<file path="config.mk">
export PLATFORM = sky130hd
export DESIGN_NAME = bcopy_engine
export DESIGN_NICKNAME = d
export VERILOG_FILES = /design/src/rtl/bcopy_pkg.sv /design/src/rtl/bcopy_fsm.sv /design/src/rtl/bcopy_ptr.sv /design/src/rtl/bcopy_cnt.sv /design/src/rtl/bcopy_engine.sv
export SDC_FILE = /design/constraint.sdc
export NUM_CORES = 1
export LEC_CHECK = 0
export ABC_AREA = 0
export BUFFER_PORTS_ARGS = -buffer_cell sky130_fd_sc_hd__buf_2
export CORE_MARGIN = 2
export CORE_UTILIZATION = 50
export CTS_CLUSTER_DIAMETER = 200
export DETAILED_ROUTE_END_ITERATION = 16
export PLACE_DENSITY = 0.81
export RECOVER_POWER = 100
export SLEW_MARGIN = 20
export SYNTH_ARGS = -nofsm -noshare
export SYNTH_HDL_FRONTEND = slang
export SYNTH_HIERARCHICAL = 1
export SYNTH_SLANG_ARGS = --single-unit
</file>
<file path="constraint.sdc">
create_clock -name clk -period 5.8 [get_ports clk]
set_input_delay 1.16 -clock clk [delete_from_list [all_inputs] [get_ports clk]]
set_output_delay 1.16 -clock clk [all_outputs]
set_load 0.05 [all_outputs]
</file>
<file path="src/rtl/bcopy_pkg.sv">
// Shared types and constants for the block copy engine.
// Assumes byte-wide data and a single outstanding memory access.
package bcopy_pkg;
    typedef enum logic [1:0] {
        ST_IDLE = 2'd0,
        ST_RD   = 2'd1,
        ST_WR   = 2'd2,
        ST_FIN  = 2'd3
    } bc_state_e;
endpackage

</file>
<file path="src/rtl/bcopy_fsm.sv">
// Sequencer of the copy loop: idle, read, write and finish.
// Assumes the memory acknowledge is a single-cycle pulse per access.
module bcopy_fsm
    import bcopy_pkg::*;
(
    input  logic      clk,
    input  logic      rst_n,
    input  logic      start_i,
    input  logic      zero_load_i,
    input  logic      last_i,
    input  logic      ack_i,
    output bc_state_e state_o,
    output logic      load_o,
    output logic      capture_o,
    output logic      step_o,
    output logic      busy_o,
    output logic      done_o
);
    bc_state_e state_q, state_d;

    assign busy_o    = (state_q == ST_RD) || (state_q == ST_WR);
    assign done_o    = (state_q == ST_FIN);
    assign load_o    = start_i && !busy_o;
    assign capture_o = (state_q == ST_RD) && ack_i;
    assign step_o    = (state_q == ST_WR) && ack_i;
    assign state_o   = state_q;

    // Next-state selection for the copy loop.
    always_comb begin
        state_d = state_q;
        case (state_q)
            ST_IDLE, ST_FIN: begin
                if (load_o) state_d = zero_load_i ? ST_FIN : ST_RD;
                else        state_d = ST_IDLE;
            end
            ST_RD:   if (ack_i) state_d = ST_WR;
            ST_WR:   if (ack_i) state_d = last_i ? ST_FIN : ST_RD;
            default: state_d = ST_IDLE;
        endcase
    end

    // State register with synchronous reset.
    always_ff @(posedge clk) begin
        if (!rst_n) state_q <= ST_IDLE;
        else        state_q <= state_d;
    end

    AST_DONE_NOT_BUSY: assert property (@(posedge clk) disable iff (!rst_n)
        done_o |-> !busy_o);
    AST_DONE_PULSE: assert property (@(posedge clk) disable iff (!rst_n)
        (done_o && !start_i) |=> !done_o);
    AST_RD_THEN_WR: assert property (@(posedge clk) disable iff (!rst_n)
        (state_q == ST_RD && ack_i) |=> (state_q == ST_WR));
endmodule

</file>
<file path="src/rtl/bcopy_ptr.sv">
// Address pointer: loads a start value and steps up by one, wrapping.
// Assumes load and step are never active together.
module bcopy_ptr #(
    parameter int AW = 32
) (
    input  logic          clk,
    input  logic          rst_n,
    input  logic          load_i,
    input  logic [AW-1:0] val_i,
    input  logic          step_i,
    output logic [AW-1:0] q_o
);
    logic [AW-1:0] q;
    assign q_o = q;

    // Pointer register: load, post-increment or hold.
    always_ff @(posedge clk) begin
        if (!rst_n)      q <= '0;
        else if (load_i) q <= val_i;
        else if (step_i) q <= q + AW'(1);
    end
endmodule

</file>
<file path="src/rtl/bcopy_cnt.sv">
// Byte counter with a narrow or a wide load width.
// Assumes the decrement is only requested while the count is nonzero.
module bcopy_cnt #(
    parameter int NW = 8,
    parameter int WW = 16
) (
    input  logic          clk,
    input  logic          rst_n,
    input  logic          load_i,
    input  logic          wide_i,
    input  logic [WW-1:0] val_i,
    input  logic          dec_i,
    output logic [WW-1:0] q_o,
    output logic          zero_load_o,
    output logic          last_o
);
    logic [WW-1:0] q;
    logic [WW-1:0] masked;

    // Pick the load value by mode; the narrow form zero-extends.
    generate
        if (WW > NW) begin : g_mask
            assign masked = wide_i ? val_i : {{(WW-NW){1'b0}}, val_i[NW-1:0]};
        end else begin : g_nomask
            assign masked = val_i;
        end
    endgenerate

    assign zero_load_o = (masked == '0);
    assign last_o      = (q == WW'(1));
    assign q_o         = q;

    // Count register: load, decrement or hold.
    always_ff @(posedge clk) begin
        if (!rst_n)      q <= '0;
        else if (load_i) q <= masked;
        else if (dec_i)  q <= q - WW'(1);
    end

    AST_NO_UNDERFLOW: assert property (@(posedge clk) disable iff (!rst_n)
        (dec_i && !load_i) |-> (q != '0));
    AST_CNT_STEP: assert property (@(posedge clk) disable iff (!rst_n)
        (dec_i && !load_i) |=> (q == $past(q) - WW'(1)));
endmodule

</file>
<file path="src/rtl/bcopy_engine.sv">
// Counted byte copy engine: reads each byte at the source pointer, then
// writes it at the destination pointer. It steps both pointers and the
// count, and stops when the count is zero. Assumes a memory slave that
// answers each request with a one-cycle acknowledge.
module bcopy_engine
    import bcopy_pkg::*;
#(
    parameter int AW = 32,
    parameter int DW = 8,
    parameter int NW = 8,
    parameter int WW = 16
) (
    input  logic          clk,
    input  logic          rst_n,
    input  logic          start_i,
    input  logic          wide_i,
    input  logic [AW-1:0] src_i,
    input  logic [AW-1:0] dst_i,
    input  logic [WW-1:0] cnt_i,
    output logic          mem_req_o,
    output logic          mem_we_o,
    output logic [AW-1:0] mem_addr_o,
    output logic [DW-1:0] mem_wdata_o,
    input  logic          mem_ack_i,
    input  logic [DW-1:0] mem_rdata_i,
    output logic          busy_o,
    output logic          done_o,
    output logic [AW-1:0] src_o,
    output logic [AW-1:0] dst_o,
    output logic [WW-1:0] cnt_o
);
    localparam int NPTR = 2;

    bc_state_e     state;
    logic          load, capture, step, zero_load, last;
    logic [DW-1:0] data_q;
    logic [AW-1:0] ptr_init [NPTR];
    logic [AW-1:0] ptr_q    [NPTR];

    bcopy_fsm u_fsm (
        .clk        (clk),
        .rst_n      (rst_n),
        .start_i    (start_i),
        .zero_load_i(zero_load),
        .last_i     (last),
        .ack_i      (mem_ack_i),
        .state_o    (state),
        .load_o     (load),
        .capture_o  (capture),
        .step_o     (step),
        .busy_o     (busy_o),
        .done_o     (done_o)
    );

    assign ptr_init[0] = src_i;
    assign ptr_init[1] = dst_i;

    generate
        for (genvar i = 0; i < NPTR; i++) begin : g_ptr
            bcopy_ptr #(.AW(AW)) u_ptr (
                .clk   (clk),
                .rst_n (rst_n),
                .load_i(load),
                .val_i (ptr_init[i]),
                .step_i(step),
                .q_o   (ptr_q[i])
            );
        end
    endgenerate

    bcopy_cnt #(.NW(NW), .WW(WW)) u_cnt (
        .clk        (clk),
        .rst_n      (rst_n),
        .load_i     (load),
        .wide_i     (wide_i),
        .val_i      (cnt_i),
        .dec_i      (step),
        .q_o        (cnt_o),
        .zero_load_o(zero_load),
        .last_o     (last)
    );

    // Hold the byte just read until it has been written.
    always_ff @(posedge clk) begin
        if (!rst_n)       data_q <= '0;
        else if (capture) data_q <= mem_rdata_i;
    end

    assign src_o       = ptr_q[0];
    assign dst_o       = ptr_q[1];
    assign mem_req_o   = busy_o;
    assign mem_we_o    = (state == ST_WR);
    assign mem_addr_o  = (state == ST_WR) ? ptr_q[1] : ptr_q[0];
    assign mem_wdata_o = data_q;

    AST_REQ_HOLD: assert property (@(posedge clk) disable iff (!rst_n)
        (mem_req_o && !mem_ack_i) |=> (mem_req_o && $stable(mem_addr_o)
            && $stable(mem_we_o) && $stable(mem_wdata_o)));
    AST_PTR_STEP: assert property (@(posedge clk) disable iff (!rst_n)
        (mem_req_o && mem_we_o && mem_ack_i)
            |=> (src_o == $past(src_o) + AW'(1)));
    AST_DONE_ZERO: assert property (@(posedge clk) disable iff (!rst_n)
        done_o |-> (cnt_o == '0));
    AST_BUSY_START_IGNORED: assert property (@(posedge clk) disable iff (!rst_n)
        (busy_o && start_i && !mem_ack_i) |=> $stable(cnt_o));
endmodule

</file>
==> run summary, run 1 <==
Parity-gate share of the synthesized area counting xor and xnor cells - 4.71%
Area Growth Syn to Fin - 20.2%
Boundary Pins - 217
Die Footprint - 12400 um^2
Setup WS pre-CTS - 2.09 ns
Number of nets still failing antenna checks after routing - 0
Cell depth of the worst flop-to-flop path - 7
Share of flip-flops with an asynchronous set or reset - 0%
Post-CTS Hold Fix Bufs - 0
Sequential cell area in the final layout - 1800 um^2
Remaining global-route overflow - 0
Global-route wire length before repair - 29200 um
Layout cell share with drive strength beyond 1 - 18.4%
HPWL Detailed - 13400 um
Synth Area in Compound Gates - 17.7%
Final sum of negative setup slack - 0 ns
Max Cap Viol - 0
Result of the run - finished, final reports clean
Number of buffers added for setup after CTS - 0
H-Tree Level Count - 3
Via count of the first global-routing pass - 5673
Die Width - 111 um
Commonest non-fill, non-tap cell in the layout - clkbuf_1
Crit path buffers/inverters - 1
Final RePlAce weighted congestion - 0.869
Number of clock sinks seen by CTS - 90
Element type at the critical path end - flip-flop
Count of nets after finishing - 966
Final hold vios - 0
Violation count after the first detailed-routing iteration - 546
Initial Util - 50.9%
PnR Total Power - 2420 uW
Cell mode on critical path - or4_1
Post-synth net total - 777
Clk Latency, worst-skew pair - 0.35 ns
Multiplexer fraction of the synthesized cell area - 10.7%
Crit-path max cell delay - 1.10 ns
Floorplan Core Area - 11300 um^2
Final count of pins violating max slew - 0
Setup slack of the most critical reg-to-reg path - 2.13 ns
Max-slew headroom at the worst pin - 3.94%
Time the final worst path needs with I/O delays and setup - 3.92 ns
Root buffer cell - clkbuf_16
Clock input transition at the sequential cells of the worst setup and hold paths - 0.07 ns
Adder and majority gate portion of the synthesized area - 1.52%
Worst Hold Class - flip-flop to flip-flop
Fill cell instance count of the final layout - 1077
Final setup violation count - 0
FP Rows - 39
Top library cells by usage in the layout, fill and taps aside - 125 x clkbuf_1, 92 x buf_2, 90 x dfxtp_1
Cell depth of the worst hold path - 2
Number of instances in the synthesized netlist - 677
Worst reg2reg startpoint - u_fsm/state_o[0]
Port Buf Inserts - 216
Hold Crit Start - mem_wdata_o[5]
Period utilization - 67.6%
Routed len/inst - 18.2 um
Share of the yosys chip area belonging to registers - 31.2%
Flip-flop and latch count after synthesis - 90
Crit path arrival time - 4.20 ns
Worst clock skew on the final layout - 0.0103 ns
Number of enable flip-flop cells after synthesis - 0
Leak pwr - 0.00253 uW
Transition time at the pin with the least slew margin - 1.44 ns
TritonCTS clock tree - done
Final Instance Area - 6930 um^2
Capture point of the worst reg-to-reg path - g_ptr[0].u_ptr/q_o[17]
Syn_area_per_cell - 8.52 um^2
Synth unique cells - 58
Max frequency - 0.255 GHz
Basic-gate share of the synthesized area counting and, or, nand and nor cells - 28.6%
Largest voltage drop on the vdd net - 185 uV
Post-cts gate resize count - 0
Maximum root-to-sink buffer count - 2
Overall routing resource usage - 28.9%
Max FO, Critical Path - 25
Area of the multi-input gates - 3630 um^2
Overall via count from detail_route - 6283
Category of cells accounting for the largest share of critical-path delay - simple AND/OR/NAND/NOR gates
Worst Hold End - mem_wdata_o[5]
Average via count per standard cell - 6.20
Placed instance area - 6840 um^2
Req. time, crit path - 6.08 ns
Number of remaining DRC errors - 0
Die span in y - 111 um
Dominant combinational cell family by area after synthesis - simple AND/OR/NAND/NOR gates
CP Launch Type - input port
Maximum number of pins on one net before global-route repair - 74
Synth Cell Area - 5770 um^2
Cell Pwr Density - 350 nW/um^2
Syn. warnings - 6
Slowest library cell on the worst path - and2_0
Detailed-router iteration count before antenna repair - 5
Crit Path Class - input port to flip-flop
Initial antenna violation count - 0
Final wirelength - 18500 um
Leading register cell type out of synthesis - dfxtp_1
Number of antenna repair diodes - 0
Setup WS post-layout - 1.88 ns
Number of buffers inserted during clock tree synthesis - 9
Unrepaired setup endpoints after global routing - false
Ordered list of cells on the worst path - clkbuf_1 > and2_0 > nand3_1 > or4_1 > or4_1 > a31oi_1
==> metal layers <==
layer | part of all wire (%) | GRT usage [%] | vias up | routed length (um)
met5 | 0 | 0 | - | 0
met4 | 2.8 | 11.3 | 0 | 522
met3 | 8.0 | 5.06 | 42 | 1480
met2 | 46 | 46.5 | 348 | 8600
met1 | 43 | 38.8 | 2930 | 7900
li1 | - | - | 2963 | -
==> worst reg2reg max path: cells and delay by family (launching register included) <==
kind,cells,cell delay (ns)
AO/OA/AOI/OAI,1,0.16
adder cells (fa/ha/maj),1,0.21
AND/OR/NAND/NOR,4,2.78
buffers and inverters,1,0.09
flip-flops,1,0.37
==> area by class of cell <==
| cell class | instances | share of cell area, % |
|---|---|---|
| multi-input combinational | 525 | 52.3 |
| clock inverter | 6 | 0.722 |
| tap | 143 | 2.58 |
| clock buffer | 10 | 3.45 |
| sequential | 90 | 26.0 |
| timing repair buffer | 223 | 14.1 |
| inverter | 17 | 0.920 |
==> Yosys cell counts (all sizes together), types with 6 or more instances <==
| library cell | count | share of area (%) |
|---|---|---|
| dfxtp | 90 | 31 |
| o21ai | 52 | 4.5 |
| nand2 | 44 | 2.9 |
| nor2 | 36 | 2.3 |
| mux2 | 32 | 8.1 |
| clkbuf | 31 | 2.0 |
| nand3 | 29 | 2.7 |
| nand4 | 29 | 3.4 |
| nor3 | 28 | 2.7 |
| a21oi | 27 | 2.3 |
| nor4 | 26 | 3.0 |
| xnor2 | 23 | 3.5 |
| or4 | 18 | 2.5 |
| inv | 17 | 1.1 |
| a211oi | 15 | 2.0 |
| a31oi | 15 | 1.6 |
| mux2i | 15 | 2.6 |
| buf | 14 | 2.4 |
| and3 | 13 | 1.4 |
| or3 | 11 | 1.2 |
| nor2b | 10 | 1.2 |
| o31ai | 10 | 1.3 |
| a311oi | 8 | 1.2 |
| and4 | 8 | 1.2 |
| nor3b | 8 | 1.2 |
| xor2 | 8 | 1.2 |
| ha | 7 | 1.5 |
| and2 | 6 | 0.65 |
| nor4b | 6 | 1.0 |
==> per-stage QoR <==
stage	std cells	util, %	hold slack [ns]
2_1_floorplan	677	-	0.543
3_3_place_gp	998	60.4	0.489
3_5_place_dp	998	60.4	0.497
4_1_cts	1014	63.0	0.516
5_1_grt	1014	61.3	0.559
6_report	1014	61.3	0.519
==> where the power goes <==
| group | internal (uW) | switching [uW] |
|---|---|---|
| Clock | 306 | 260 |
| Combinational | 263 | 732 |
| Sequential | 705 | 159 |
| Total | 1270 | 1150 |
==> worst max path at each step <==
stage,start,end,cells after the start
after detailed placement,mem_ack_i,g_ptr[0].u_ptr/q_o[19],6
after global routing,mem_ack_i,g_ptr[0].u_ptr/q_o[19],6
after floorplan,mem_ack_i,g_ptr[1].u_ptr/q_o[19],6
after CTS,mem_ack_i,g_ptr[0].u_ptr/q_o[19],6
final,mem_ack_i,g_ptr[0].u_ptr/q_o[17],6
after global placement,mem_ack_i,g_ptr[0].u_ptr/q_o[19],6
==> registers in the layout (all words and copies together), names as in the netlist <==
signal / count
g_ptr.u_ptr/q_o: 64
u_cnt/q_o: 16
mem_wdata_o: 8
u_fsm/state_o: 2
==> cells by family after synthesis <==
| family | Yosys count |
|---|---|
| AND/OR/NAND/NOR | 282 |
| AO/OA/AOI/OAI | 158 |
| buffers and inverters | 62 |
| adder cells (fa/ha/maj) | 7 |
| flip-flops | 90 |
| XOR/XNOR | 31 |
| multiplexers | 47 |
No activity file was read; power rests on OpenSTA's default activity.
==> run 2, diff against run 1 <==
--- a/config.mk
+++ b/config.mk
@@ -5,13 +5,13 @@
 export SDC_FILE = /design/constraint.sdc
 export NUM_CORES = 1
 export LEC_CHECK = 0
-export ABC_AREA = 0
+export ABC_AREA = 1
 export BUFFER_PORTS_ARGS = -buffer_cell sky130_fd_sc_hd__buf_2
 export CORE_MARGIN = 2
 export CORE_UTILIZATION = 50
 export CTS_CLUSTER_DIAMETER = 200
 export DETAILED_ROUTE_END_ITERATION = 16
-export PLACE_DENSITY = 0.81
+export PLACE_DENSITY = 0.79
 export RECOVER_POWER = 100
 export SLEW_MARGIN = 20
 export SYNTH_ARGS = -nofsm -noshare
==> constraint.sdc (replaced) <==
create_clock -name clk -period 3.9 [get_ports clk]
set_input_delay 0.78 -clock clk [delete_from_list [all_inputs] [get_ports clk]]
set_output_delay 0.78 -clock clk [all_outputs]
set_load 0.05 [all_outputs]
==> run summary, run 2 <==
Flip-flop and latch count after synthesis - 90
Number of buffers added for setup after CTS - 0
Cell Pwr Density - 477 nW/um^2
Boundary Pins - 217
Fill cell instance count of the final layout - 1365
Via count of the first global-routing pass - 7060
GRT met3 Usage - 5.75%
Max-slew headroom at the worst pin - 40.9%
Largest cells by area after synthesis - dfxtp_1 27%, nand2_1 17%, nand3_1 8.9%
Sequential cell area in the final layout - 1800 um^2
Crit Path Class - flip-flop to flip-flop
Layout cell share with drive strength beyond 1 - 18.3%
Post-CTS Hold Fix Bufs - 0
Syn. warnings - 6
Clk Latency, worst-skew pair - 0.36 ns
Library cell with the largest summed area after synthesis - dfxtp_1
Number of buffers inserted during clock tree synthesis - 9
Number of instances in the synthesized netlist - 1056
Die Width - 120 um
Commonest non-fill, non-tap cell in the layout - nand2_1
Number of enable flip-flop cells after synthesis - 0
Port Buf Inserts - 216
Final count of pins violating max slew - 0
Result of the run - finished, final reports clean
Slowest library cell on the worst path - clkbuf_2
Clock input transition at the sequential cells of the worst setup and hold paths - 0.07 ns
Average via count per standard cell - 5.39
Syn_area_per_cell - 6.35 um^2
Leading register cell type out of synthesis - dfxtp_1
Post-synth net total - 1156
Number of nets still failing antenna checks after routing - 0
H-Tree Level Count - 3
FP Rows - 42
Period utilization - 82.7%
Number of remaining DRC errors - 0
Initial antenna violation count - 0
Share of the yosys chip area belonging to registers - 26.9%
PnR Total Power - 3780 uW
Final hold vios - 0
Flip-flop count of the largest register after layout - 64
Synth Cell Area - 6700 um^2
Area of the multi-input gates - 4190 um^2
Overall via count from detail_route - 7714
Crit path buffers/inverters - 6
Violation count after the first detailed-routing iteration - 833
HPWL Detailed - 17100 um
Die span in y - 120 um
Element type at the critical path end - flip-flop
Met1 Resource Use GR - 43.0%
TritonCTS clock tree - done
Worst Hold Class - flip-flop to flip-flop
Worst clock skew on the final layout - 0.00416 ns
Final RePlAce weighted congestion - 0.948
Portion of synthesized cell area occupied by the leading cell type - 26.9%
Final setup violation count - 0
Area Growth Syn to Fin - 18.2%
Overall routing resource usage - 31.5%
Cell types with the highest counts after synthesis - 299 x nand2_1, 119 x nand3_1, 105 x nor2_1, 93 x inv_1, 90 x dfxtp_1
Share of flip-flops with an asynchronous set or reset - 0%
CP Launch Type - flip-flop
Leading cell type by number of instances after synthesis - nand2_1
Final sum of negative setup slack - 0 ns
Max frequency - 0.310 GHz
Synth unique cells - 36
Leak pwr - 0.00346 uW
Max Cap Viol - 0
Crit path arrival time - 3.48 ns
Ordered list of cells on the worst path - inv_1 > ha_1 > nand2_1 > inv_2 > clkbuf_2 > inv_2 > nand2_4 > inv_4 > a22oi_1 > o21ai_0 > nand2_1 > inv_1
Root buffer cell - clkbuf_16
Largest voltage drop on the vdd net - 366 uV
Detailed-router iteration count before antenna repair - 4
Crit-path max cell delay - 0.69 ns
Final wirelength - 22800 um
Remaining global-route overflow - 0
Category of cells accounting for the largest share of critical-path delay - buffers and inverters
Most Crowded Layer GR - met2
Number of antenna repair diodes - 0
Transition time at the pin with the least slew margin - 0.886 ns
Unrepaired setup endpoints after global routing - false
Met2 track utilization from global routing - 50.4%
Global-route wire length before repair - 35700 um
Initial Util - 50.8%
Die Footprint - 14300 um^2
Tightest hold margin - 0.472 ns
Maximum root-to-sink buffer count - 2
Max FO, Critical Path - 45
Number of clock sinks seen by CTS - 90
Maximum number of pins on one net before global-route repair - 46
Req. time, crit path - 4.16 ns
Count of nets after finishing - 1351
Floorplan Core Area - 13200 um^2
Time the final worst path needs with I/O delays and setup - 3.23 ns
Post-cts gate resize count - 0
Top library cells by usage in the layout, fill and taps aside - 313 x nand2_1, 119 x nand3_1, 109 x clkbuf_1
Routed len/inst - 15.9 um
run 2: cell count changes in the layout (fill, tap and decap cells not counted), sizes merged, moves of 26 or more:
cell / previous run / this run
a21oi: 27 / 68
a22oi: 0 / 49
inv: 18 / 106
mux2: 32 / 0
nand2: 44 / 358
nand3: 29 / 119
nand4: 29 / 3
nor2: 36 / 142
o21ai: 52 / 22
run 2: logic make-up after synthesis:
family / share of synthesized area [%]
AOI/OAI and AO/OA: 14.1
xor gates and xnor gates: 2.74
buffers and inverters: 9.93
adders and majority gates: 1.31
and+or+nand+nor: 45.0
DFF: 26.9
run 2: worst reg2reg max path, stage by stage, from the launching register on:
cell	delay, ns
dfxtp_1	0.42
inv_1	0.08
ha_1	0.33
nand2_1	0.08
inv_2	0.63
clkbuf_2	0.73
inv_2	0.27
nand2_4	0.17
inv_4	0.08
a22oi_1	0.12
o21ai_0	0.11
nand2_1	0.07
inv_1	0.04
run 2: layer usage:
| metal | vias up | wire length, um |
|---|---|---|
| li1 | 3822 | - |
| met1 | 3496 | 10100 |
| met2 | 356 | 10300 |
| met3 | 40 | 1880 |
| met4 | 0 | 517 |
| met5 | - | 0 |
run 2: worst paths after layout:
path,from,to,slack (ns),depth (start not counted)
worst min register to register,mem_wdata_o[6],mem_wdata_o[6],0.47,2
worst min-delay path,mem_wdata_o[6],mem_wdata_o[6],0.47,2
worst max-delay path,u_fsm/state_o[0],u_cnt/q_o[0],0.67,12
worst max register to register,u_fsm/state_o[0],u_cnt/q_o[0],0.67,12
run 2: final cells by class:
class | count | area share [%]
multi-input cells | 821 | 52.9
clock buffers | 9 | 2.84
flip-flops and latches | 90 | 22.7
repair buffers | 221 | 12.4
inverters | 108 | 5.18
well taps | 176 | 2.78
clock inverters | 7 | 1.18
run 2: where the power goes:
| part | internal [uW] | total (uW) | switching [uW] |
|---|---|---|---|
| logic | 368 | 1570 | 1200 |
| registers | 1030 | 1250 | 218 |
| clock network | 560 | 954 | 394 |
run 2: per-stage QoR:
step           instance area (um^2)  worst slack (ns)  cells  utilization [%]
6_report                       7920             0.675   1432             60.1
5_1_grt                        7920             0.478   1432             60.1
4_1_cts                        8100              1.04   1432             61.4
3_5_place_dp                   7780              1.01   1416             59.0
3_3_place_gp                   7780              1.02   1416             59.0
2_1_floorplan                  6700              1.67   1056                -
==> run 3, diff against run 2 <==
--- a/config.mk
+++ b/config.mk
@@ -8,10 +8,10 @@
 export ABC_AREA = 1
 export BUFFER_PORTS_ARGS = -buffer_cell sky130_fd_sc_hd__buf_2
 export CORE_MARGIN = 2
-export CORE_UTILIZATION = 50
+export CORE_UTILIZATION = 47
 export CTS_CLUSTER_DIAMETER = 200
 export DETAILED_ROUTE_END_ITERATION = 16
-export PLACE_DENSITY = 0.79
+export PLACE_DENSITY = 0.78
 export RECOVER_POWER = 100
 export SLEW_MARGIN = 20
 export SYNTH_ARGS = -nofsm -noshare
==> constraint.sdc (replaced) <==
create_clock -name clk -period 2.8 [get_ports clk]
set_input_delay 0.56 -clock clk [delete_from_list [all_inputs] [get_ports clk]]
set_output_delay 0.56 -clock clk [all_outputs]
set_load 0.05 [all_outputs]
==> run summary, run 3 (synthesis gave the netlist of run 2 again) <==
Global-route wire length before repair - 34900 um
Worst clock skew on the final layout - 0.00934 ns
Routed len/inst - 15.6 um
Number of clock sinks seen by CTS - 90
Crit path arrival time - 1.97 ns
Crit Path Class - flip-flop to output port
Number of nets still failing antenna checks after routing - 0
Floorplan Core Area - 13900 um^2
Layout cell share with drive strength beyond 1 - 18.8%
Largest voltage drop on the vdd net - 413 uV
Maximum root-to-sink buffer count - 2
Result of the run - finished, final reports clean
Cell mode on critical path - nand2_1
Die span in y - 123 um
Die Footprint - 15200 um^2
Average via count per standard cell - 5.33
Transition time at the pin with the least slew margin - 0.646 ns
Initial antenna violation count - 0
PnR Total Power - 5380 uW
Port Buf Inserts - 216
Fill cell instance count of the final layout - 1482
Worst Hold Class - flip-flop to flip-flop
Remaining global-route overflow - 0
Clock input transition at the sequential cells of the worst setup and hold paths - 0.07 ns
Via count of the first global-routing pass - 6854
Element type at the critical path end - output port
Overall routing resource usage - 29.2%
Number of buffers inserted during clock tree synthesis - 9
Setup WS pre-CTS - 0.618 ns
Violation count after the first detailed-routing iteration - 701
Detailed-router iteration count before antenna repair - 6
Final hold vios - 0
Cell Pwr Density - 672 nW/um^2
Count of non-filler cells in the finished layout - 1441
Crit-path max cell delay - 0.47 ns
Final setup violation count - 0
Req. time, crit path - 2.24 ns
Number of remaining DRC errors - 0
Initial Util - 48.3%
Area Growth Syn to Fin - 19.5%
Max FO, Critical Path - 33
Crit path buffers/inverters - 2
TritonCTS clock tree - done
Max frequency - 0.395 GHz
Top library cells by usage in the layout, fill and taps aside - 307 x nand2_1, 119 x nand3_1, 115 x clkbuf_1
Commonest non-fill, non-tap cell in the layout - nand2_1
Setup WS post-layout - 0.267 ns
Ordered list of cells on the worst path - inv_4 > nand2_8 > nand2_1 > nand2_1 > clkbuf_1
Leak pwr - 0.00348 uW
Clk Latency, worst-skew pair - 0.35 ns
Post-CTS Hold Fix Bufs - 0
Final count of pins violating max slew - 0
Final wirelength - 22500 um
Boundary Pins - 217
Met2 wire len - 10400 um
Count of nets after finishing - 1356
Time the final worst path needs with I/O delays and setup - 2.53 ns
CP Launch Type - flip-flop
Length of routed met3 wiring - 1810 um
Die Width - 123 um
Flip-flop count of the largest register after layout - 64
Setup slack of the most critical reg-to-reg path - 0.35 ns
FP Rows - 43
Max Cap Viol - 0
Final RePlAce weighted congestion - 0.924
Period utilization - 90.5%
Category of cells accounting for the largest share of critical-path delay - buffers and inverters
Overall via count from detail_route - 7675
Final sum of negative setup slack - 0 ns
Maximum number of pins on one net before global-route repair - 36
Slowest library cell on the worst path - clkbuf_1
Post-cts gate resize count - 0
Max-slew headroom at the worst pin - 57.1%
Highest metal layer with signal wires - met4
DRT met1 WL - 9790 um
HPWL Detailed - 16900 um
DP Cell Count - 1425
Root buffer cell - clkbuf_16
Unrepaired setup endpoints after global routing - false
Number of buffers added for setup after CTS - 0
H-Tree Level Count - 3
Number of antenna repair diodes - 0
run 3: changes by cell type in the layout (fill, tap and decap cells not counted), moves of 2 or more:
cell and change:
clkbuf_8 +2, inv_2 +2, nand2_2 +5, buf_4 +4, buf_2 -6, clkbuf_1 +6, clkinvlp_4 -2, inv_1 -2
nand2_1 -6
run 3: final timing paths:
path / from / to / cells past startpoint
setup / recovery: u_fsm/state_o[0] / mem_addr_o[29] / 5
hold / removal: mem_wdata_o[5] / mem_wdata_o[5] / 2
hold reg to reg: mem_wdata_o[5] / mem_wdata_o[5] / 2
setup reg to reg: u_fsm/state_o[0] / u_cnt/q_o[0] / 11
run 3: cell type report:
cell class	count	area (um^2)	area share, %
timing repair buffer	226	1010	12.6
inverter	108	410	5.12
sequential	90	1800	22.5
clock buffer	11	253	3.15
tap	180	225	2.81
clock inverter	5	100	1.25
multi-input combinational	821	4210	52.6
run 3: metal layers:
| metal | vias to the layer above | global-route usage [%] |
|---|---|---|
| met2 | 333 | 47.8 |
| met3 | 41 | 5.77 |
| met1 | 3472 | 38.2 |
| li1 | 3829 | - |
| met5 | - | 0 |
| met4 | 0 | 9.94 |
run 3: report_power, final:
group	total, uW	switching (uW)	internal [uW]
clock network	1460	537	919
logic	2190	1670	523
registers	1740	298	1440
run 3: metrics by stage:
step	instance area (um^2)	util, %	hold WS (ns)
floorplan	6700	-	0.582
global placement	7830	56.4	0.458
detailed placement	7830	56.4	0.461
CTS	8180	58.9	0.469
global route	8010	57.7	0.480
finish	8010	57.7	0.471
run 3: worst min-delay path, stage by stage (launching register included):
cell and delay (ns):
dfxtp_1 0.31, nor2_1 0.08, nor2_1 0.05
